### src/rtl/uart_fifo_pkg.sv
package uart_fifo_pkg;

    localparam int BYTE_W = 8;

    // Line-control bit positions
    localparam int LC_POP_BIT   = 16;
    localparam int LC_RXRST_BIT = 17;
    localparam int LC_TXRST_BIT = 18;
    localparam int LC_8BIT_BIT  = 24;
    localparam int LC_2STOP_BIT = 26;
    localparam int LC_PAREN_BIT = 27;
    localparam int LC_PAREV_BIT = 28;
    localparam int LC_BRK_BIT   = 30;

    // Data-port field positions
    localparam int DP_RXCNT_LSB = 8;
    localparam int DP_PAR_BIT   = 13;
    localparam int DP_FRM_BIT   = 14;
    localparam int DP_BRK_BIT   = 15;
    localparam int DP_TXCNT_LSB = 16;
    localparam int DP_CNT_W     = 5;

    typedef enum logic [1:0] {
        FS_EMPTY   = 2'd0,
        FS_PARTIAL = 2'd1,
        FS_FULL    = 2'd2
    } fill_state_e;

    typedef struct packed {
        logic              brk;
        logic              frm;
        logic              par;
        logic [BYTE_W-1:0] data;
    } rx_entry_t;

    typedef struct packed {
        logic tx_break;
        logic par_even;
        logic par_en;
        logic two_stop;
        logic eight_bit;
    } line_cfg_t;

endpackage

### src/rtl/uart_byte_fifo.sv
module uart_byte_fifo
    import uart_fifo_pkg::*;
#(
    parameter int WIDTH = 8,
    parameter int DEPTH = 16
) (
    input  logic                           clk,
    input  logic                           rst_n,
    input  logic                           flush,
    input  logic                           push,
    input  logic [WIDTH-1:0]               push_data,
    input  logic                           pop,
    output logic [WIDTH-1:0]               head,
    output logic [$clog2(DEPTH+1)-1:0]     count,
    output logic                           empty,
    output logic                           full
);

    localparam int AW = $clog2(DEPTH);
    localparam int CW = $clog2(DEPTH+1);

    fill_state_e     state, state_nxt;
    logic [CW-1:0]   cnt_q, cnt_nxt;
    logic [AW-1:0]   wr_ptr, rd_ptr, wr_nxt, rd_nxt;
    logic [WIDTH-1:0] mem [DEPTH];
    logic            do_push, do_pop;

    assign do_push = push && (state != FS_FULL) && !flush;
    assign do_pop  = pop  && (state != FS_EMPTY) && !flush;

    assign wr_nxt = (wr_ptr == AW'(DEPTH-1)) ? '0 : wr_ptr + 1'b1;
    assign rd_nxt = (rd_ptr == AW'(DEPTH-1)) ? '0 : rd_ptr + 1'b1;

    always_comb begin
        if (flush) cnt_nxt = '0;
        else       cnt_nxt = cnt_q + CW'(do_push) - CW'(do_pop);
    end

    // Fill-state transitions
    always_comb begin
        state_nxt = state;
        unique case (state)
            FS_EMPTY: begin
                if (do_push) state_nxt = FS_PARTIAL;
            end
            FS_PARTIAL: begin
                if (flush)
                    state_nxt = FS_EMPTY;
                else if (do_push && !do_pop && cnt_q == CW'(DEPTH-1))
                    state_nxt = FS_FULL;
                else if (do_pop && !do_push && cnt_q == CW'(1))
                    state_nxt = FS_EMPTY;
            end
            FS_FULL: begin
                if (flush)       state_nxt = FS_EMPTY;
                else if (do_pop) state_nxt = FS_PARTIAL;
            end
            default: state_nxt = FS_EMPTY;
        endcase
    end

    // State register
    always_ff @(posedge clk) begin
        if (!rst_n) begin
            state  <= FS_EMPTY;
            cnt_q  <= '0;
            wr_ptr <= '0;
            rd_ptr <= '0;
        end else begin
            state <= state_nxt;
            cnt_q <= cnt_nxt;
            if (flush) begin
                wr_ptr <= '0;
                rd_ptr <= '0;
            end else begin
                if (do_push) wr_ptr <= wr_nxt;
                if (do_pop)  rd_ptr <= rd_nxt;
            end
        end
    end

    always_ff @(posedge clk) begin
        if (do_push) mem[wr_ptr] <= push_data;
    end

    // Outputs
    always_comb begin
        empty = (state == FS_EMPTY);
        full  = (state == FS_FULL);
        count = cnt_q;
        head  = mem[rd_ptr];
    end

endmodule

### src/rtl/uart_line_ctrl.sv
module uart_line_ctrl
    import uart_fifo_pkg::*;
(
    input  logic        clk,
    input  logic        rst_n,
    input  logic        wr_en,
    input  logic [31:0] wdata,
    output line_cfg_t   cfg,
    output logic [31:0] cfg_word,
    output logic        pop_stb,
    output logic        rx_flush_stb,
    output logic        tx_flush_stb
);

    line_cfg_t cfg_q;
    logic      unused_wbits;

    assign unused_wbits = ^{wdata[15:0], wdata[23:19], wdata[25], wdata[29], wdata[31]};

    always_ff @(posedge clk) begin
        if (!rst_n) begin
            cfg_q <= '0;
        end else if (wr_en) begin
            cfg_q.eight_bit <= wdata[LC_8BIT_BIT];
            cfg_q.two_stop  <= wdata[LC_2STOP_BIT];
            cfg_q.par_en    <= wdata[LC_PAREN_BIT];
            cfg_q.par_even  <= wdata[LC_PAREV_BIT];
            cfg_q.tx_break  <= wdata[LC_BRK_BIT];
        end
    end

    // Strobes act in the write cycle and are never stored
    always_comb begin
        pop_stb      = wr_en && wdata[LC_POP_BIT];
        rx_flush_stb = wr_en && wdata[LC_RXRST_BIT];
        tx_flush_stb = wr_en && wdata[LC_TXRST_BIT];
        cfg          = cfg_q;
        cfg_word     = '0;
        cfg_word[LC_8BIT_BIT]  = cfg_q.eight_bit;
        cfg_word[LC_2STOP_BIT] = cfg_q.two_stop;
        cfg_word[LC_PAREN_BIT] = cfg_q.par_en;
        cfg_word[LC_PAREV_BIT] = cfg_q.par_even;
        cfg_word[LC_BRK_BIT]   = cfg_q.tx_break;
    end

endmodule

### src/rtl/uart_reg_readback.sv
module uart_reg_readback
    import uart_fifo_pkg::*;
#(
    parameter int DEPTH    = 16,
    parameter int ADDR_W   = 4,
    parameter int CTRL_OFS = 0,
    parameter int DATA_OFS = 1
) (
    input  logic [ADDR_W-1:0]          addr,
    input  rx_entry_t                  rx_head,
    input  logic                       rx_empty,
    input  logic [$clog2(DEPTH+1)-1:0] rx_count,
    input  logic [$clog2(DEPTH+1)-1:0] tx_count,
    input  logic [31:0]                cfg_word,
    output logic [31:0]                rdata
);

    rx_entry_t shown;

    always_comb begin
        shown = rx_empty ? '0 : rx_head;
        if (shown.brk) begin
            shown.frm = 1'b0;
            shown.par = 1'b0;
        end
    end

    always_comb begin
        rdata = '0;
        if (addr == ADDR_W'(DATA_OFS)) begin
            rdata[BYTE_W-1:0] = shown.data;
            rdata[DP_RXCNT_LSB +: DP_CNT_W] = DP_CNT_W'(rx_count);
            rdata[DP_PAR_BIT] = shown.par;
            rdata[DP_FRM_BIT] = shown.frm;
            rdata[DP_BRK_BIT] = shown.brk;
            rdata[DP_TXCNT_LSB +: DP_CNT_W] = DP_CNT_W'(tx_count);
        end else if (addr == ADDR_W'(CTRL_OFS)) begin
            rdata = cfg_word;
        end
    end

endmodule

### src/rtl/uart_fifo_regs.sv
module uart_fifo_regs
    import uart_fifo_pkg::*;
#(
    parameter int DEPTH    = 16,
    parameter int ADDR_W   = 4,
    parameter int CTRL_OFS = 0,
    parameter int DATA_OFS = 1
) (
    input  logic              clk,
    input  logic              rst_n,
    input  logic              bus_sel,
    input  logic              bus_we,
    input  logic [ADDR_W-1:0] bus_addr,
    input  logic [31:0]       bus_wdata,
    output logic [31:0]       bus_rdata,
    input  logic              rx_push,
    input  logic [7:0]        rx_byte,
    input  logic              rx_par_err,
    input  logic              rx_frm_err,
    input  logic              rx_brk,
    output logic              rx_overrun,
    output logic              tx_avail,
    output logic [7:0]        tx_byte,
    input  logic              tx_take,
    output logic              cfg_eight_bit,
    output logic              cfg_two_stop,
    output logic              cfg_par_en,
    output logic              cfg_par_even,
    output logic              cfg_tx_break
);

    localparam int CW      = $clog2(DEPTH+1);
    localparam int ENTRY_W = $bits(rx_entry_t);

    logic          ctrl_wr, data_wr;
    line_cfg_t     cfg;
    logic [31:0]   cfg_word;
    logic          pop_stb, rx_flush, tx_flush;
    rx_entry_t     rx_in, rx_head;
    logic [CW-1:0] rx_count, tx_count;
    logic          rx_empty, rx_full, tx_empty, tx_full;
    logic          overrun_q;
    logic          unused_txfull;

    assign ctrl_wr = bus_sel && bus_we && (bus_addr == ADDR_W'(CTRL_OFS));
    assign data_wr = bus_sel && bus_we && (bus_addr == ADDR_W'(DATA_OFS));
    assign unused_txfull = tx_full;

    assign rx_in = '{brk: rx_brk, frm: rx_frm_err, par: rx_par_err, data: rx_byte};

    uart_line_ctrl u_lcr (
        .clk          (clk),
        .rst_n        (rst_n),
        .wr_en        (ctrl_wr),
        .wdata        (bus_wdata),
        .cfg          (cfg),
        .cfg_word     (cfg_word),
        .pop_stb      (pop_stb),
        .rx_flush_stb (rx_flush),
        .tx_flush_stb (tx_flush)
    );

    uart_byte_fifo #(.WIDTH(ENTRY_W), .DEPTH(DEPTH)) u_rxq (
        .clk       (clk),
        .rst_n     (rst_n),
        .flush     (rx_flush),
        .push      (rx_push),
        .push_data (rx_in),
        .pop       (pop_stb),
        .head      (rx_head),
        .count     (rx_count),
        .empty     (rx_empty),
        .full      (rx_full)
    );

    uart_byte_fifo #(.WIDTH(BYTE_W), .DEPTH(DEPTH)) u_txq (
        .clk       (clk),
        .rst_n     (rst_n),
        .flush     (tx_flush),
        .push      (data_wr),
        .push_data (bus_wdata[BYTE_W-1:0]),
        .pop       (tx_take),
        .head      (tx_byte),
        .count     (tx_count),
        .empty     (tx_empty),
        .full      (tx_full)
    );

    uart_reg_readback #(
        .DEPTH(DEPTH), .ADDR_W(ADDR_W), .CTRL_OFS(CTRL_OFS), .DATA_OFS(DATA_OFS)
    ) u_rb (
        .addr     (bus_addr),
        .rx_head  (rx_head),
        .rx_empty (rx_empty),
        .rx_count (rx_count),
        .tx_count (tx_count),
        .cfg_word (cfg_word),
        .rdata    (bus_rdata)
    );

    always_ff @(posedge clk) begin
        if (!rst_n) overrun_q <= 1'b0;
        else        overrun_q <= rx_push && rx_full && !rx_flush;
    end

    always_comb begin
        rx_overrun    = overrun_q;
        tx_avail      = !tx_empty;
        cfg_eight_bit = cfg.eight_bit;
        cfg_two_stop  = cfg.two_stop;
        cfg_par_en    = cfg.par_en;
        cfg_par_even  = cfg.par_even;
        cfg_tx_break  = cfg.tx_break;
    end

endmodule

### config.mk
export PLATFORM = sky130hd
export DESIGN_NAME = uart_fifo_regs
export DESIGN_NICKNAME = d
export VERILOG_FILES = /design/src/rtl/uart_fifo_pkg.sv /design/src/rtl/uart_byte_fifo.sv /design/src/rtl/uart_line_ctrl.sv /design/src/rtl/uart_reg_readback.sv /design/src/rtl/uart_fifo_regs.sv
export SDC_FILE = /design/constraint.sdc
export NUM_CORES = 1
export LEC_CHECK = 0
export ABC_AREA = 1
export BUFFER_PORTS_ARGS = -buffer_cell sky130_fd_sc_hd__buf_2
export CAP_MARGIN = 40
export CORE_ASPECT_RATIO = 0.6
export CORE_MARGIN = 5
export CORE_UTILIZATION = 50
export CTS_BUF_LIST = sky130_fd_sc_hd__clkbuf_4 sky130_fd_sc_hd__clkbuf_8 sky130_fd_sc_hd__clkbuf_16
export CTS_CLUSTER_DIAMETER = 150
export DETAILED_ROUTE_END_ITERATION = 8
export PLACE_DENSITY = 0.78
export SYNTH_ARGS = -nofsm -noshare
export SYNTH_HDL_FRONTEND = slang
export SYNTH_HIERARCHICAL = 1
export SYNTH_SLANG_ARGS = --single-unit
### constraint.sdc
create_clock -name clk -period 5.7 [get_ports clk]
set_input_delay 0.285 -clock clk [delete_from_list [all_inputs] [get_ports clk]]
set_output_delay 0.285 -clock clk [all_outputs]
set_load 0.01 [all_outputs]
==> results.json <==
{
  "ios": 100,
  "maxCapViolations": 0,
  "clk_path_buf_depth": 3,
  "overflow": 0,
  "ys_seq_area_share_pct": 64.3,
  "crit_path_start_kind": "register",
  "cp_slowest_stage_delay_ns": 0.54,
  "synth-seq-cells": 348,
  "pwr-share-clk_pct": 39.1,
  "place_congestion": 0.873,
  "ctsResizeCount": 0,
  "worstPathMaxFanout": 42,
  "final-max-slew-violation-count": 0,
  "clkTransAtPathRegs_ns": 0.07,
  "port_buffers": 77,
  "layout_commonest_cell": "nand2_1",
  "std_cell_rows": 50,
  "cts.sinks": 348,
  "switching_share_pct": 23.6,
  "placed_area_um2": 16200,
  "viasPerCell": 5.32,
  "nNetsFinal": 1699,
  "grt_pass1_wl_um": 56900,
  "multiInputGateArea_um2": 4590,
  "powerDensity_nw_per_um2": 315,
  "fin_worst_skew_ns": 0.0105,
  "synth_warnings": 6,
  "final_cell_mix": "457 x nand2_1, 304 x edfxtp_1, 191 x nor2_1, 154 x nand3_1, 104 x inv_1",
  "cp.required_ns": 5.41,
  "cp.arrival_ns": 3.18,
  "final_cell_area_um2": 17400,
  "comb_power_share_pct": 8.8,
  "timing.final.crit_share_pct": 60.8,
  "dieHeight_um": 147,
  "setup_viol": 0,
  "clockRootBuffer": "clkbuf_16",
  "grt_pass1_vias": 10500,
  "slew_headroom_pct": 39.5,
  "finalHoldViolCount": 0,
  "antenna_found_initial": 0,
  "slowest_stage": "buf_4",
  "die_w_um": 238,
  "ant_nets": 0,
  "syn_area_per_cell_um2": 10.1,
  "fillers": 2551,
  "stdcell_count": 2058,
  "drt-initial-drc-count": 1301,
  "vdd_ir_drop_max_mv": 0.265,
  "status": "completed",
  "synthCells": 1544,
  "pre_cts_ws_ns": 2.46,
  "clock_latency_ns": 0.56,
  "wl_per_cell_um": 17.5,
  "seqPwrFrac_pct": 52.1,
  "design.core.area_um2": 31000,
  "die_area_um2": 34900,
  "dp.cells": 1995,
  "setup_tns_ns": 0,
  "htreeDepth": 1,
  "leakagePower_uw": 0.00690,
  "switchingPower_uw": 1290,
  "drive_gt1_share_pct": 11.6,
  "worst_setup_path_end_kind": "output port",
  "wl_um": 36000,
  "cts_buffers": 31,
  "timing.critical_path.mode_cell": "nand2_1",
  "finalWorstSetupSlack_ns": 2.23,
  "crit_chain": "buf_4, inv_2, buf_4, nor2_1, o21ai_0, nand3_1, nand3_1, nand2_1, inv_1, nand2_1, nor2_1, nand2_1, nand2_1, buf_2",
  "mappedNetlistArea_um2": 15600,
  "dr.pass1.iters": 5,
  "internal_power_uw": 4180,
  "area_growth_pct": 11.4,
  "diodes": 0,
  "rsz0062_at_grt": "no",
  "drcViolationCount": 0,
  "cts_tree": "yes",
  "grt_usage_pct": 20.4,
  "dp_hpwl_um": 23500,
  "worstHoldPathType": "in -> reg",
  "start_util_pct": 50.3,
  "num_vias": 10900,
  "final.min_clock_period_ns": 3.47,
  "yosysUniqueCellTypes": 32,
  "grt_start_max_net_pins": 76,
  "worstMarginPinSlew_ns": 0.904,
  "fmax_mhz": 288,
  "worstSetupPathType": "reg -> out",
  "seq_area_um2": 10000
}
-- path summary, 6_finish.rpt --
path / start / endpoint / slack, ns / cells past startpoint
hold / removal: rst_n / u_lcr/cfg[0]$_SDFFE_PN0P_ / 0.03 / 3
setup reg to reg: u_rxq/state[0]$_SDFFE_PN0P_ / u_rxq/count[4]$_SDFF_PP0_ / 3.37 / 10
setup / recovery: register / bus_rdata[13] / 2.23 / 14
hold reg to reg: u_lcr/cfg[3]$_SDFFE_PN0P_ / u_lcr/cfg[3]$_SDFFE_PN0P_ / 0.50 / 2
-- cell families after synthesis --
family,synth area share [%]
AO/OA/AOI/OAI,3.95
XOR/XNOR,0.337
adder cells (fa/ha/maj),2.35
buffers and inverters,6.92
flip-flops,64.3
other,0.0241
AND/OR/NAND/NOR,22.2
-- repair_timing --
item                      in CTS  in global routing
hold buffers                   6                  0
buffers inserted               0                  0
hold endpoints to repair       6                  0
-- cells in the mapped netlist (all sizes together) --
master	count	area (um2)
inv	113	424
conb	1	3.75
nor3	9	45.0
clkbuf	17	67.6
nand3	157	816
dfxtp	44	881
fa	2	40.0
o21bai	2	15.0
or2	1	6.26
nand4	2	12.5
ha	26	325
and2	2	12.5
xor2	2	17.5
nand3b	2	15.0
xnor2	4	35.0
nand2	460	1730
o211ai	22	165
o21ai	64	320
a21oi	23	115
nor2	206	811
edfxtp	304	9130
buf	81	586
-- registers in the layout, summed over array words and instances, names as in the netlist, named ones only --
register      flops
rx_overrun        1
u_rxq/wr_ptr      4
u_rxq/state       2
u_rxq/rd_ptr      4
u_rxq/mem       176
u_txq/mem       128
u_lcr/cfg         5
u_txq/wr_ptr      4
u_txq/state       2
u_txq/rd_ptr      4
u_rxq/count       5
u_txq/count       5
-- critical path, delay by kind of cell (launching register included) --
family / cells / cell delay [ns]
AO/OA/AOI/OAI: 1 / 0.10
buffers and inverters: 5 / 1.43
flip-flops: 1 / 0.30
AND/OR/NAND/NOR: 8 / 0.76
-- power by group through the flow --
stage	combinational [uW]	clock [uW]	sequential, uW
5_1_grt	551	2290	2850
3_5_place_dp	473	0	2910
4_1_cts	479	2180	2850
6_report	484	2140	2850
2_1_floorplan	342	0	2900
3_3_place_gp	445	0	2900
-- area by class of cell --
type | instances | area share [%]
inverter | 113 | 2.44
clock buffer | 35 | 4.85
tap | 416 | 3.00
clock inverter | 22 | 1.18
timing repair buffer | 113 | 4.37
multi-input combinational | 1011 | 26.4
sequential | 348 | 57.7
-- through the flow --
| step | hold slack (ns) | utilization, % | power, uW |
|---|---|---|---|
| 2_1_floorplan | 0.384 | - | 3240 |
| 4_1_cts | 0.000792 | 56.0 | 5510 |
| 3_5_place_dp | 0.487 | 52.5 | 3380 |
| 3_3_place_gp | 0.477 | 51.8 | 3350 |
| 5_1_grt | 0.0277 | 56.0 | 5690 |
| 6_report | 0.0324 | 56.0 | 5470 |
-- layer usage --
metal / wire (um) / vias to the layer above / global-route usage (%)
li1: - / 5220 / -
met1: 16400 / 5176 / 31.8
met2: 15600 / 485 / 30.0
met3: 3400 / 59 / 3.98
met4: 645 / 0 / 4.15
met5: 0 / - / 0
No activity file was read; power rests on OpenSTA's default activity.
